**src/rtl/ctx_pkg.sv**
```systemverilog
package ctx_pkg;

    localparam int CHAR_W   = 8;
    localparam int READY_BIT = 7;
    localparam int ENABLE_BIT = 6;

    typedef enum logic [1:0] {
        MODE_SEVEN   = 2'b00,
        MODE_EIGHT   = 2'b01,
        MODE_PRINT   = 2'b10,
        MODE_EIGHT_B = 2'b11
    } char_mode_e;

    typedef struct packed {
        logic              discard;
        logic [CHAR_W-1:0] code;
    } out_char_t;

    function automatic logic is_format_code(input logic [6:0] c);
        return (c == 7'h07) || (c == 7'h08) || (c == 7'h09) ||
               (c == 7'h0A) || (c == 7'h0D);
    endfunction

    function automatic logic is_nonprinting(input logic [6:0] c);
        return ((c < 7'h20) && !is_format_code(c)) || (c == 7'h7F);
    endfunction

endpackage

```
**src/rtl/ctx_char_filter.sv**
```systemverilog
module ctx_char_filter
    import ctx_pkg::*;
(
    input  logic [CHAR_W-1:0] raw_char,
    input  logic [1:0]        mode_sel,
    output out_char_t         conv_char
);

    char_mode_e        mode;
    logic [CHAR_W-1:0] stripped;

    assign mode     = char_mode_e'(mode_sel);
    assign stripped = {1'b0, raw_char[CHAR_W-2:0]};

    always_comb begin
        conv_char.discard = 1'b0;
        conv_char.code    = raw_char;
        unique case (mode)
            MODE_SEVEN: begin
                conv_char.code = stripped;
            end
            MODE_PRINT: begin
                conv_char.code    = stripped;
                conv_char.discard = is_nonprinting(stripped[6:0]);
            end
            MODE_EIGHT, MODE_EIGHT_B: begin
                conv_char.code = raw_char;
            end
            default: begin
                conv_char.code = raw_char;
            end
        endcase
    end

endmodule

```
**src/rtl/ctx_tx_holder.sv**
```systemverilog
module ctx_tx_holder
    import ctx_pkg::*;
(
    input  logic              clk,
    input  logic              rst,
    input  logic              load,
    input  out_char_t         load_char,
    input  logic              tx_ready,
    output logic              tx_valid,
    output logic [CHAR_W-1:0] tx_data,
    output logic              complete
);

    logic      busy;
    out_char_t held;

    always_ff @(posedge clk) begin
        if (rst) begin
            busy <= 1'b0;
            held <= '0;
        end else if (load) begin
            busy <= 1'b1;
            held <= load_char;
        end else if (complete) begin
            busy <= 1'b0;
        end
    end

    assign tx_valid = busy && !held.discard;
    assign tx_data  = held.code;
    assign complete = busy && (held.discard || tx_ready);

    AST_STALL_HOLD: assert property (@(posedge clk) disable iff (rst)
        (tx_valid && !tx_ready && !load) |=> (tx_valid && $stable(tx_data)));

endmodule

```
**src/rtl/ctx_csr_ctrl.sv**
```systemverilog
module ctx_csr_ctrl (
    input  logic clk,
    input  logic rst,
    input  logic csr_we,
    input  logic enable_wdata,
    input  logic buf_we,
    input  logic complete,
    output logic ready,
    output logic enable,
    output logic irq
);

    logic ready_n;
    logic enable_n;
    logic irq_n;

    always_comb begin
        enable_n = csr_we ? enable_wdata : enable;
        ready_n  = ready;
        irq_n    = irq;
        if (buf_we) begin
            ready_n = 1'b0;
            irq_n   = 1'b0;
        end else if (complete) begin
            ready_n = 1'b1;
            irq_n   = enable_n;
        end
        if (csr_we) begin
            if (!enable_wdata)
                irq_n = 1'b0;
            else if (ready_n && !enable)
                irq_n = 1'b1;
        end
    end

    always_ff @(posedge clk) begin
        if (rst) begin
            ready  <= 1'b1;
            enable <= 1'b0;
            irq    <= 1'b0;
        end else begin
            ready  <= ready_n;
            enable <= enable_n;
            irq    <= irq_n;
        end
    end

    AST_WRITE_CLEARS: assert property (@(posedge clk) disable iff (rst)
        buf_we |=> (!ready && !irq));

    AST_IRQ_QUALIFIED: assert property (@(posedge clk) disable iff (rst)
        irq |-> (ready && enable));

    AST_ENABLE_RAISES: assert property (@(posedge clk) disable iff (rst)
        (csr_we && enable_wdata && ready && !enable && !buf_we) |=> irq);

    AST_DISABLE_DROPS: assert property (@(posedge clk) disable iff (rst)
        (csr_we && !enable_wdata) |=> !irq);

endmodule

```
**src/rtl/ctx_console_tx.sv**
```systemverilog
module ctx_console_tx
    import ctx_pkg::*;
#(
    parameter int REG_W = 16
) (
    input  logic              clk,
    input  logic              rst,
    input  logic [1:0]        mode_sel,
    input  logic              csr_wr_en,
    input  logic [REG_W-1:0]  csr_wr_data,
    output logic [REG_W-1:0]  csr_rd_data,
    input  logic              buf_wr_en,
    input  logic [REG_W-1:0]  buf_wr_data,
    output logic              tx_valid,
    output logic [CHAR_W-1:0] tx_data,
    input  logic              tx_ready,
    output logic              irq
);

    out_char_t conv_char;
    logic      complete;
    logic      ready;
    logic      enable;
    logic      unused_wdata;

    assign unused_wdata = ^{csr_wr_data, buf_wr_data};

    ctx_char_filter u_filter (
        .raw_char  (buf_wr_data[CHAR_W-1:0]),
        .mode_sel  (mode_sel),
        .conv_char (conv_char)
    );

    ctx_tx_holder u_holder (
        .clk       (clk),
        .rst       (rst),
        .load      (buf_wr_en),
        .load_char (conv_char),
        .tx_ready  (tx_ready),
        .tx_valid  (tx_valid),
        .tx_data   (tx_data),
        .complete  (complete)
    );

    ctx_csr_ctrl u_csr (
        .clk          (clk),
        .rst          (rst),
        .csr_we       (csr_wr_en),
        .enable_wdata (csr_wr_data[ENABLE_BIT]),
        .buf_we       (buf_wr_en),
        .complete     (complete),
        .ready        (ready),
        .enable       (enable),
        .irq          (irq)
    );

    always_comb begin
        csr_rd_data             = '0;
        csr_rd_data[READY_BIT]  = ready;
        csr_rd_data[ENABLE_BIT] = enable;
    end

    AST_ACCEPT_READY: assert property (@(posedge clk) disable iff (rst)
        (tx_valid && tx_ready && !buf_wr_en) |=> ready);

    AST_STALL_NOT_READY: assert property (@(posedge clk) disable iff (rst)
        (tx_valid && !tx_ready && !buf_wr_en) |=> !ready);

    AST_RESET_IDLE: assert property (@(posedge clk) disable iff (rst)
        $past(rst) |-> (ready && !enable && !irq && !tx_valid));

endmodule

```
**config.mk**
```make
export PLATFORM = sky130hd
export DESIGN_NAME = ctx_console_tx
export DESIGN_NICKNAME = d
export VERILOG_FILES = /design/src/rtl/ctx_pkg.sv /design/src/rtl/ctx_char_filter.sv /design/src/rtl/ctx_tx_holder.sv /design/src/rtl/ctx_csr_ctrl.sv /design/src/rtl/ctx_console_tx.sv
export SDC_FILE = /design/constraint.sdc
export NUM_CORES = 1
export LEC_CHECK = 0
export ABC_AREA = 1
export BUFFER_PORTS_ARGS = -buffer_cell sky130_fd_sc_hd__buf_4
export CELL_PAD_IN_SITES_DETAIL_PLACEMENT = 0
export CELL_PAD_IN_SITES_GLOBAL_PLACEMENT = 1
export CORE_MARGIN = 10
export CORE_UTILIZATION = 24
export CTS_BUF_LIST = sky130_fd_sc_hd__clkbuf_4 sky130_fd_sc_hd__clkbuf_8
export DETAILED_ROUTE_END_ITERATION = 8
export PLACE_DENSITY_LB_ADDON = 0.1
export SLEW_MARGIN = 20
export SYNTH_ARGS = -nofsm -noshare
export SYNTH_HDL_FRONTEND = slang
export SYNTH_SLANG_ARGS = --single-unit
```
**constraint.sdc**
```tcl
create_clock -name clk -period 1.15 [get_ports clk]
set_input_delay 0.115 -clock clk [delete_from_list [all_inputs] [get_ports clk]]
set_output_delay 0.115 -clock clk [all_outputs]
set_load 0.03 [all_outputs]
```
==> results of run 1 <==
## power by group through the flow
stage               sequential, mW  clock (mW)  combinational [mW]
finish                       0.497       0.305               0.304
global placement             0.507           0               0.300
detailed placement           0.508           0               0.300
CTS                          0.498       0.324               0.304
floorplan                    0.508           0               0.262
global route                 0.502       0.354               0.335
## how the worst max path moves through the flow
| stage | startpoint | end | cells after the start | slack, ns |
|---|---|---|---|---|
| after floorplan | u_holder.busy | tx_valid | 2 | 0.26 |
| after global placement | u_holder.held[8] | u_csr.ready | 3 | 0.17 |
| after detailed placement | u_holder.held[8] | u_csr.ready | 3 | 0.16 |
| after CTS | rst | u_holder.held[8] | 5 | 0.05 |
| after global routing | u_holder.busy | tx_valid | 3 | 0.03 |
| final | u_holder.busy | tx_valid | 3 | 0.12 |
## cells by family after synthesis
kind of cell | share of synthesized area, %
buffers and inverters | 33.6
other | 0.498
AND/OR/NAND/NOR | 15.3
flip-flops | 34.6
AO/OA/AOI/OAI | 16.1
## what timing repair did
item | 4_1_cts | 5_1_grt
endpoints found under the setup margin | 0 | 7
hold buffers | 1 | 0
hold endpoints to repair | 1 | 0
gates resized for setup | 0 | 2
## placed cells by master, fill, tap and decap left out
master                           n
sky130_fd_sc_hd__nor2_1         11
sky130_fd_sc_hd__clkinvlp_4      1
sky130_fd_sc_hd__conb_1         14
sky130_fd_sc_hd__clkbuf_4        4
sky130_fd_sc_hd__o21ai_2         1
sky130_fd_sc_hd__buf_4          27
sky130_fd_sc_hd__dfxtp_1        12
sky130_fd_sc_hd__inv_1          14
sky130_fd_sc_hd__a21oi_2         2
sky130_fd_sc_hd__or2_1           1
sky130_fd_sc_hd__o21ai_0        10
sky130_fd_sc_hd__nand2_1        14
sky130_fd_sc_hd__o21ai_1         1
sky130_fd_sc_hd__a21oi_1         8
sky130_fd_sc_hd__nand3_1         3
sky130_fd_sc_hd__dlygate4sd3_1   1
sky130_fd_sc_hd__dfxtp_2         1
## Yosys cell counts
cell type / count / area, um2
sky130_fd_sc_hd__buf_4: 24 / 180
sky130_fd_sc_hd__o21ai_1: 1 / 5.00
sky130_fd_sc_hd__o21ai_2: 1 / 8.76
sky130_fd_sc_hd__a21oi_2: 2 / 17.5
sky130_fd_sc_hd__or2_1: 1 / 6.26
sky130_fd_sc_hd__inv_1: 15 / 56.3
sky130_fd_sc_hd__dfxtp_1: 13 / 260
sky130_fd_sc_hd__buf_6: 1 / 11.3
sky130_fd_sc_hd__nor2_1: 11 / 41.3
sky130_fd_sc_hd__nand2_1: 14 / 52.6
sky130_fd_sc_hd__a21oi_1: 8 / 40.0
sky130_fd_sc_hd__o21ai_0: 10 / 50.1
sky130_fd_sc_hd__buf_2: 1 / 5.00
sky130_fd_sc_hd__nand3_1: 3 / 15.0
sky130_fd_sc_hd__conb_1: 1 / 3.75
## layout make-up
class / instances / area [um2]
clock buffers: 4 / 30.0
well taps: 44 / 55.1
inverters: 15 / 60.1
repair buffers: 28 / 213
fillers: 359 / 2120
multi-input cells: 65 / 289
flip-flops and latches: 13 / 262
## critical path, cell delays in order, from the launching register on
cell	delay [ns]
sky130_fd_sc_hd__dfxtp_2	0.35
sky130_fd_sc_hd__inv_1	0.04
sky130_fd_sc_hd__nor2_1	0.08
sky130_fd_sc_hd__buf_4	0.17
## per-stage QoR
| stage | hold WS, ns | worst slack, ns | util (%) | std cells | power [mW] |
|---|---|---|---|---|---|
| after floorplan | 0.187 | 0.256 | - | 119 | 0.770 |
| final | 0.0951 | 0.124 | 30.0 | 169 | 1.11 |
| after global routing | 0.0835 | 0.0265 | 30.0 | 169 | 1.19 |
| after CTS | 0.0852 | 0.0479 | 29.8 | 169 | 1.13 |
| after detailed placement | 0.302 | 0.156 | 28.5 | 164 | 0.808 |
| after global placement | 0.306 | 0.174 | 28.5 | 164 | 0.808 |
## registers in the layout (all words and copies together) (netlist names)
name / flops
u_csr.enable: 1
u_holder.busy: 1
u_csr.irq: 1
u_holder.tx_data: 8
u_holder.held: 1
u_csr.ready: 1
## routing by layer
metal	wire (um)	track usage [%]
met1	823	7.45
met3	194	3.54
met4	12	3.41
met2	807	9.01
met5	0	0
==> results.cfg, run 1 <==
[status]
run_status = complete, no violations

[setup_path]
worstReg2RegStart = u_holder.held[8]
cp.required_ns = 1.03
timing.reg2reg.setup_slack_ns = 0.17
cp-end-kind = output port
crit_path_start_kind = flip-flop
timing.critical_path.fanout_max = 3
worst-r2r-cell-count = 3
reg2reg_to = u_csr.ready
critical_path_arrival_ns = 0.91
worst-setup-path-type = reg2out

[power]
p_leak_nw = 0.473
power.switching_uw = 365
cellInternalPower_uw = 740
powerDensity_nw_per_um2 = 1220
sw_frac_of_total_pct = 33.0
max-vdd-ir-drop_uv = 377
clockPowerShare_pct = 27.6
comb_power_share_pct = 27.5
power.sequential.fraction_pct = 45.0

[placed_design]
placement.cell_area_um2 = 863
detailed_place_hpwl_um = 1540
port_buffers = 27
routabilityCongestion = 0.726

[timing]
layout_worst_path_cycle_share_pct = 89.2
fmax_mhz = 975
finalWorstPathRequiredPeriod_ns = 1.03
finalSetupViolCount = 0
timing.final.max_slew_violations = 0
fin_worst_skew_ns = 0.00160
finalHoldViolCount = 0
setup_tns_ns = 0
grt_setup_unrepaired = no

[min_path]
hold_start = buf_wr_data[1]
min-delay-path-class = in2reg
worstHoldEndpoint = u_holder.tx_data[1]
hold_path_depth = 3

[die]
ios = 65
die_x_um = 76.0
core-area_um2 = 3030
die_area_um2 = 5780
num_rows = 20
floorplan.die.height_um = 76.0
initial_core_util_pct = 24.9

[grt]
grt_max_degree = 19
antenna_found_initial = 0
grt_first_pass_wirelength_um = 3010
grt_usage_pct = 6.38
via_count_of_the_first_global_routing_pass = 629
overflow = 0

[clock_tree]
clk_pin_slew_worst_paths_ns = 0.08
clk_root_buffer_cell = sky130_fd_sc_hd__clkbuf_4
clock_insertion_delay_worst_skew_ns = 0.27
postCtsSetupBuffers = 0
tritoncts = yes
cts_inserted_buffers = 3
htreeDepth = 1
cts_num_sinks = 13
ctsLongestPathBuffers = 2

[flow_run]
drv_cap = 0

[synth]
synth_seq_cells = 13
seq_area_frac_synth_pct = 34.6
synth-warning-count = 0
postSynthCellCount = 106
post_synth_num_cell_types = 15
post_synthesis_instance_area_um2 = 753
synth_area_per_cell_um2 = 7.11

[finish]
area_growth_pct = 20.6
antenna-diode-count = 0
postLayoutCellArea_um2 = 908
fin_nets = 165
drive_gt1_share_pct = 28.8

[drt]
routed_wirelength_um = 1840
drc = 0
postRouteAntennaNets = 0
route.detailed.wl_per_inst_um = 10.9
vias_per_cell = 3.60
vias = 609
detail_route.first_pass.iterations = 4
drt_iter0_markers = 21
Power figures use the tool's default switching activity.
==> run 2: changes to the inputs <==
--- a/config.mk
+++ b/config.mk
@@ -14,6 +14,7 @@
 export CTS_BUF_LIST = sky130_fd_sc_hd__clkbuf_4 sky130_fd_sc_hd__clkbuf_8
 export DETAILED_ROUTE_END_ITERATION = 8
 export PLACE_DENSITY_LB_ADDON = 0.1
+export REMOVE_ABC_BUFFERS = 1
 export SLEW_MARGIN = 20
 export SYNTH_ARGS = -nofsm -noshare
 export SYNTH_HDL_FRONTEND = slang
==> results.cfg, run 2 (synthesized netlist as in run 1, its figures left out) <==
[timing]
fin_worst_skew_ns = 0.000509
fmax_mhz = 936
timing.final.max_slew_violations = 0
finalWorstPathRequiredPeriod_ns = 1.07
grt_setup_unrepaired = no
finalWorstSetupSlack_ns = 0.0813
layout_worst_path_cycle_share_pct = 92.9
finalHoldViolCount = 0
finalSetupViolCount = 0
setup_tns_ns = 0

[clock_tree]
cts_resized = 0
postCtsSetupBuffers = 0
ctsLongestPathBuffers = 2
htreeDepth = 1
clock_insertion_delay_worst_skew_ns = 0.27
cts_num_sinks = 13
clk_root_buffer_cell = sky130_fd_sc_hd__clkbuf_4
tritoncts = yes
cts_hold_buffers = 0
clk_pin_slew_worst_paths_ns = 0.08
cts_inserted_buffers = 3

[setup_path]
cp.required_ns = 1.03
worst-setup-path-type = reg2out
timing.reg2reg.setup_slack_ns = 0.19
crit_path_start_kind = flip-flop
critical_path_arrival_ns = 0.95
cp-end-kind = output port
timing.critical_path.fanout_max = 3

[finish]
antenna-diode-count = 0
layout.core_utilization_pct = 29.5
drive_gt1_share_pct = 27.4
finalNonFillerCells = 168
layout_common_cells = sky130_fd_sc_hd__buf_4, sky130_fd_sc_hd__inv_1, sky130_fd_sc_hd__nand2_1, sky130_fd_sc_hd__conb_1, sky130_fd_sc_hd__dfxtp_1
area_growth_pct = 18.6
layout_commonest_cell = sky130_fd_sc_hd__buf_4
largest_reg_flops = 8
fin_nets = 164

[drt]
vias = 627
postRouteAntennaNets = 0
vias_per_cell = 3.73
detail_route.first_pass.iterations = 4
route.detailed.wl_per_inst_um = 10.9
drc = 0
drt_iter0_markers = 27
routed_wirelength_um = 1830

[power]
post_route_total_power_mw = 1.10
p_leak_nw = 0.474
max-vdd-ir-drop_uv = 590
powerDensity_nw_per_um2 = 1240

[placed_design]
dp_cells = 164
port_buffers = 27
dp_slack_ns = 0.199
routabilityCongestion = 0.690
detailed_place_hpwl_um = 1480

[status]
run_status = complete, no violations

[die]
floorplan.die.height_um = 76.0
ios = 65
die_area_um2 = 5780
initial_core_util_pct = 24.9
num_rows = 20
die_x_um = 76.0
core-area_um2 = 3030

[grt]
grt_usage_pct = 6.51
overflow = 0
antenna_found_initial = 0
grt_max_degree = 19
grt_first_pass_wirelength_um = 3060
via_count_of_the_first_global_routing_pass = 681

[flow_run]
drv_cap = 0

[min_path]
min-delay-path-class = in2reg
==> run 2: cell types whose count changed in the layout (fill, tap and decap cells not counted) <==
cell	before	now
sky130_fd_sc_hd__dfxtp_2	1	0
sky130_fd_sc_hd__inv_1	14	15
sky130_fd_sc_hd__clkinvlp_4	1	0
sky130_fd_sc_hd__dfxtp_1	12	13
sky130_fd_sc_hd__dlygate4sd3_1	1	0
==> run 2: critical path, stage by stage (launching register included) <==
cell and delay (ns):
sky130_fd_sc_hd__dfxtp_1 0.37, sky130_fd_sc_hd__inv_1 0.05, sky130_fd_sc_hd__nor2_1 0.09, sky130_fd_sc_hd__buf_4 0.17
==> run 2: layout make-up <==
cell class | instances | area (um2)
sequential | 13 | 260
timing repair buffer | 27 | 203
clock buffer | 4 | 30.0
fill | 355 | 2130
tap | 44 | 55.1
inverter | 15 | 56.3
multi-input combinational | 65 | 289
==> run 2: worst paths after layout <==
kind | cells past startpoint | endpoint | start
max | 3 | tx_valid | u_holder.busy
min | 2 | u_csr.enable | rst
max reg2reg | 3 | u_csr.ready | u_holder.held[8]
min reg2reg | 2 | u_holder.tx_data[1] | u_holder.tx_data[1]
==> run 2: routing by layer <==
metal	routed length, um	GRT usage (%)	vias to the layer above
li1	-	-	326
met1	829	6.86	269
met2	737	9.01	30
met3	240	5.54	2
met4	18	2.84	0
met5	0	0	-
==> run 2: stage by stage <==
stage	instance area, um2	hold slack (ns)
3_3_place_gp	863	0.311
2_1_floorplan	606	0.187
4_1_cts	893	0.00650
6_report	893	0.0229
3_5_place_dp	863	0.309
5_1_grt	893	0.00939
==> run 2: where the power goes <==
part | total [mW] | leakage [nW] | switching [mW] | internal (mW)
logic | 0.299 | 0.348 | 0.200 | 0.0983
registers | 0.497 | 0.108 | 0.0163 | 0.481
clock network | 0.309 | 0.0184 | 0.152 | 0.158
total | 1.10 | 0.474 | 0.368 | 0.737
==> run 3: changes to the inputs <==
--- a/config.mk
+++ b/config.mk
@@ -13,6 +13,7 @@
 export CORE_UTILIZATION = 24
 export CTS_BUF_LIST = sky130_fd_sc_hd__clkbuf_4 sky130_fd_sc_hd__clkbuf_8
 export DETAILED_ROUTE_END_ITERATION = 8
+export HOLD_SLACK_MARGIN = 0.1
 export PLACE_DENSITY_LB_ADDON = 0.1
 export REMOVE_ABC_BUFFERS = 1
 export SLEW_MARGIN = 20
==> results.cfg, run 3 (synthesized netlist as in run 1, its figures left out) <==
[grt]
grt_first_pass_wirelength_um = 3190
overflow = 0
grt_max_degree = 19
via_count_of_the_first_global_routing_pass = 707
antenna_found_initial = 0
grt_usage_pct = 6.75

[placed_design]
routabilityCongestion = 0.690
dp_cells = 164
port_buffers = 27
dp_slack_ns = 0.199
detailed_place_hpwl_um = 1480
placement.cell_area_um2 = 863

[timing]
fmax_mhz = 933
finalWorstPathRequiredPeriod_ns = 1.07
layout_worst_path_cycle_share_pct = 93.2
finalHoldViolCount = 0
fin_worst_skew_ns = 0.000508
finalWorstSetupSlack_ns = 0.0785
finalSetupViolCount = 0
timing.final.max_slew_violations = 0
setup_tns_ns = 0

[clock_tree]
cts_num_sinks = 13
cts_inserted_buffers = 3
clk_pin_slew_worst_paths_ns = 0.08
htreeDepth = 1
postCtsSetupBuffers = 0
clk_root_buffer_cell = sky130_fd_sc_hd__clkbuf_4
tritoncts = yes
ctsLongestPathBuffers = 2
clock_insertion_delay_worst_skew_ns = 0.27

[finish]
largest_reg_flops = 8
layout_commonest_cell = sky130_fd_sc_hd__buf_4
postLayoutCellArea_um2 = 985
layout_common_cells = sky130_fd_sc_hd__buf_4, sky130_fd_sc_hd__inv_1, sky130_fd_sc_hd__nand2_1, sky130_fd_sc_hd__conb_1, sky130_fd_sc_hd__dfxtp_1
fin_nets = 172
finalNonFillerCells = 176
drive_gt1_share_pct = 27.3
area_growth_pct = 30.7
nFillCells = 342
antenna-diode-count = 0

[setup_path]
crit_path_start_kind = flip-flop
critical_path_arrival_ns = 0.96
timing.critical_path.fanout_max = 3
worst-setup-path-type = reg2out
cp-end-kind = output port
cp.required_ns = 1.03

[drt]
detail_route.first_pass.iterations = 4
drt_iter0_markers = 22
route.detailed.wl_per_inst_um = 10.6
routed_wirelength_um = 1870
vias = 648
vias_per_cell = 3.68
drc = 0
postRouteAntennaNets = 0

[die]
die_area_um2 = 5780
floorplan.die.height_um = 76.0
core-area_um2 = 3030
num_rows = 20
die_x_um = 76.0
ios = 65
initial_core_util_pct = 24.9

[power]
max-vdd-ir-drop_uv = 590
post_route_total_power_mw = 1.13
p_leak_nw = 0.503
powerDensity_nw_per_um2 = 1150

[flow_run]
drv_cap = 0

[min_path]
min-delay-path-class = in2reg

[status]
run_status = complete, no violations
-- run 3: cell types whose count changed in the layout (fill, tap and decap cells not counted) --
| cell | before | now |
|---|---|---|
| sky130_fd_sc_hd__nor2_1 | 11 | 10 |
| sky130_fd_sc_hd__nor2_4 | 0 | 1 |
| sky130_fd_sc_hd__dlygate4sd3_1 | 0 | 8 |
| sky130_fd_sc_hd__inv_1 | 15 | 14 |
| sky130_fd_sc_hd__clkinvlp_4 | 0 | 1 |
-- run 3: routing by layer --
layer	track usage [%]	up-vias	wire, um
met4	2.84	0	18
li1	-	342	-
met3	5.31	2	226
met5	0	-	0
met2	9.61	30	761
met1	7.20	274	867
-- run 3: cell type report --
| type | count | area, um2 | area share [%] |
|---|---|---|---|
| clock buffers | 4 | 30.0 | 3.05 |
| inverters | 15 | 60.1 | 6.10 |
| multi-input cells | 65 | 297 | 30.1 |
| flip-flops and latches | 13 | 260 | 26.4 |
| well taps | 44 | 55.1 | 5.59 |
| repair buffers | 35 | 283 | 28.7 |
-- run 3: what timing repair did --
item	4_1_cts	5_1_grt
endpoints found under the hold margin	9	0
setup endpoints to repair	0	4
resized for setup	0	3
hold buffers	8	0
-- run 3: worst max-delay path, cell delays in order (launching register included) --
cell and delay (ns):
sky130_fd_sc_hd__dfxtp_1 0.37, sky130_fd_sc_hd__inv_1 0.05, sky130_fd_sc_hd__nor2_1 0.09, sky130_fd_sc_hd__buf_4 0.17
-- run 3: final timing paths --
| kind | slack (ns) | cells after the start | to | start |
|---|---|---|---|---|
| max | 0.08 | 3 | tx_valid | u_holder.busy |
| min | 0.12 | 3 | u_holder.tx_data[4] | buf_wr_data[4] |
| max reg2reg | 0.19 | 3 | u_csr.ready | u_holder.held[8] |
| min reg2reg | 0.52 | 2 | u_holder.tx_data[2] | u_holder.tx_data[2] |
-- run 3: power breakdown --
group	total, mW	switching, mW	internal [mW]
clock network	0.309	0.151	0.158
logic	0.325	0.208	0.118
registers	0.497	0.0162	0.481
-- run 3: per-stage QoR --
stage | hold WS (ns) | utilization [%]
2_1_floorplan | 0.187 | -
3_5_place_dp | 0.309 | 28.5
6_report | 0.118 | 32.5
3_3_place_gp | 0.311 | 28.5
5_1_grt | 0.119 | 32.5
4_1_cts | 0.101 | 32.1
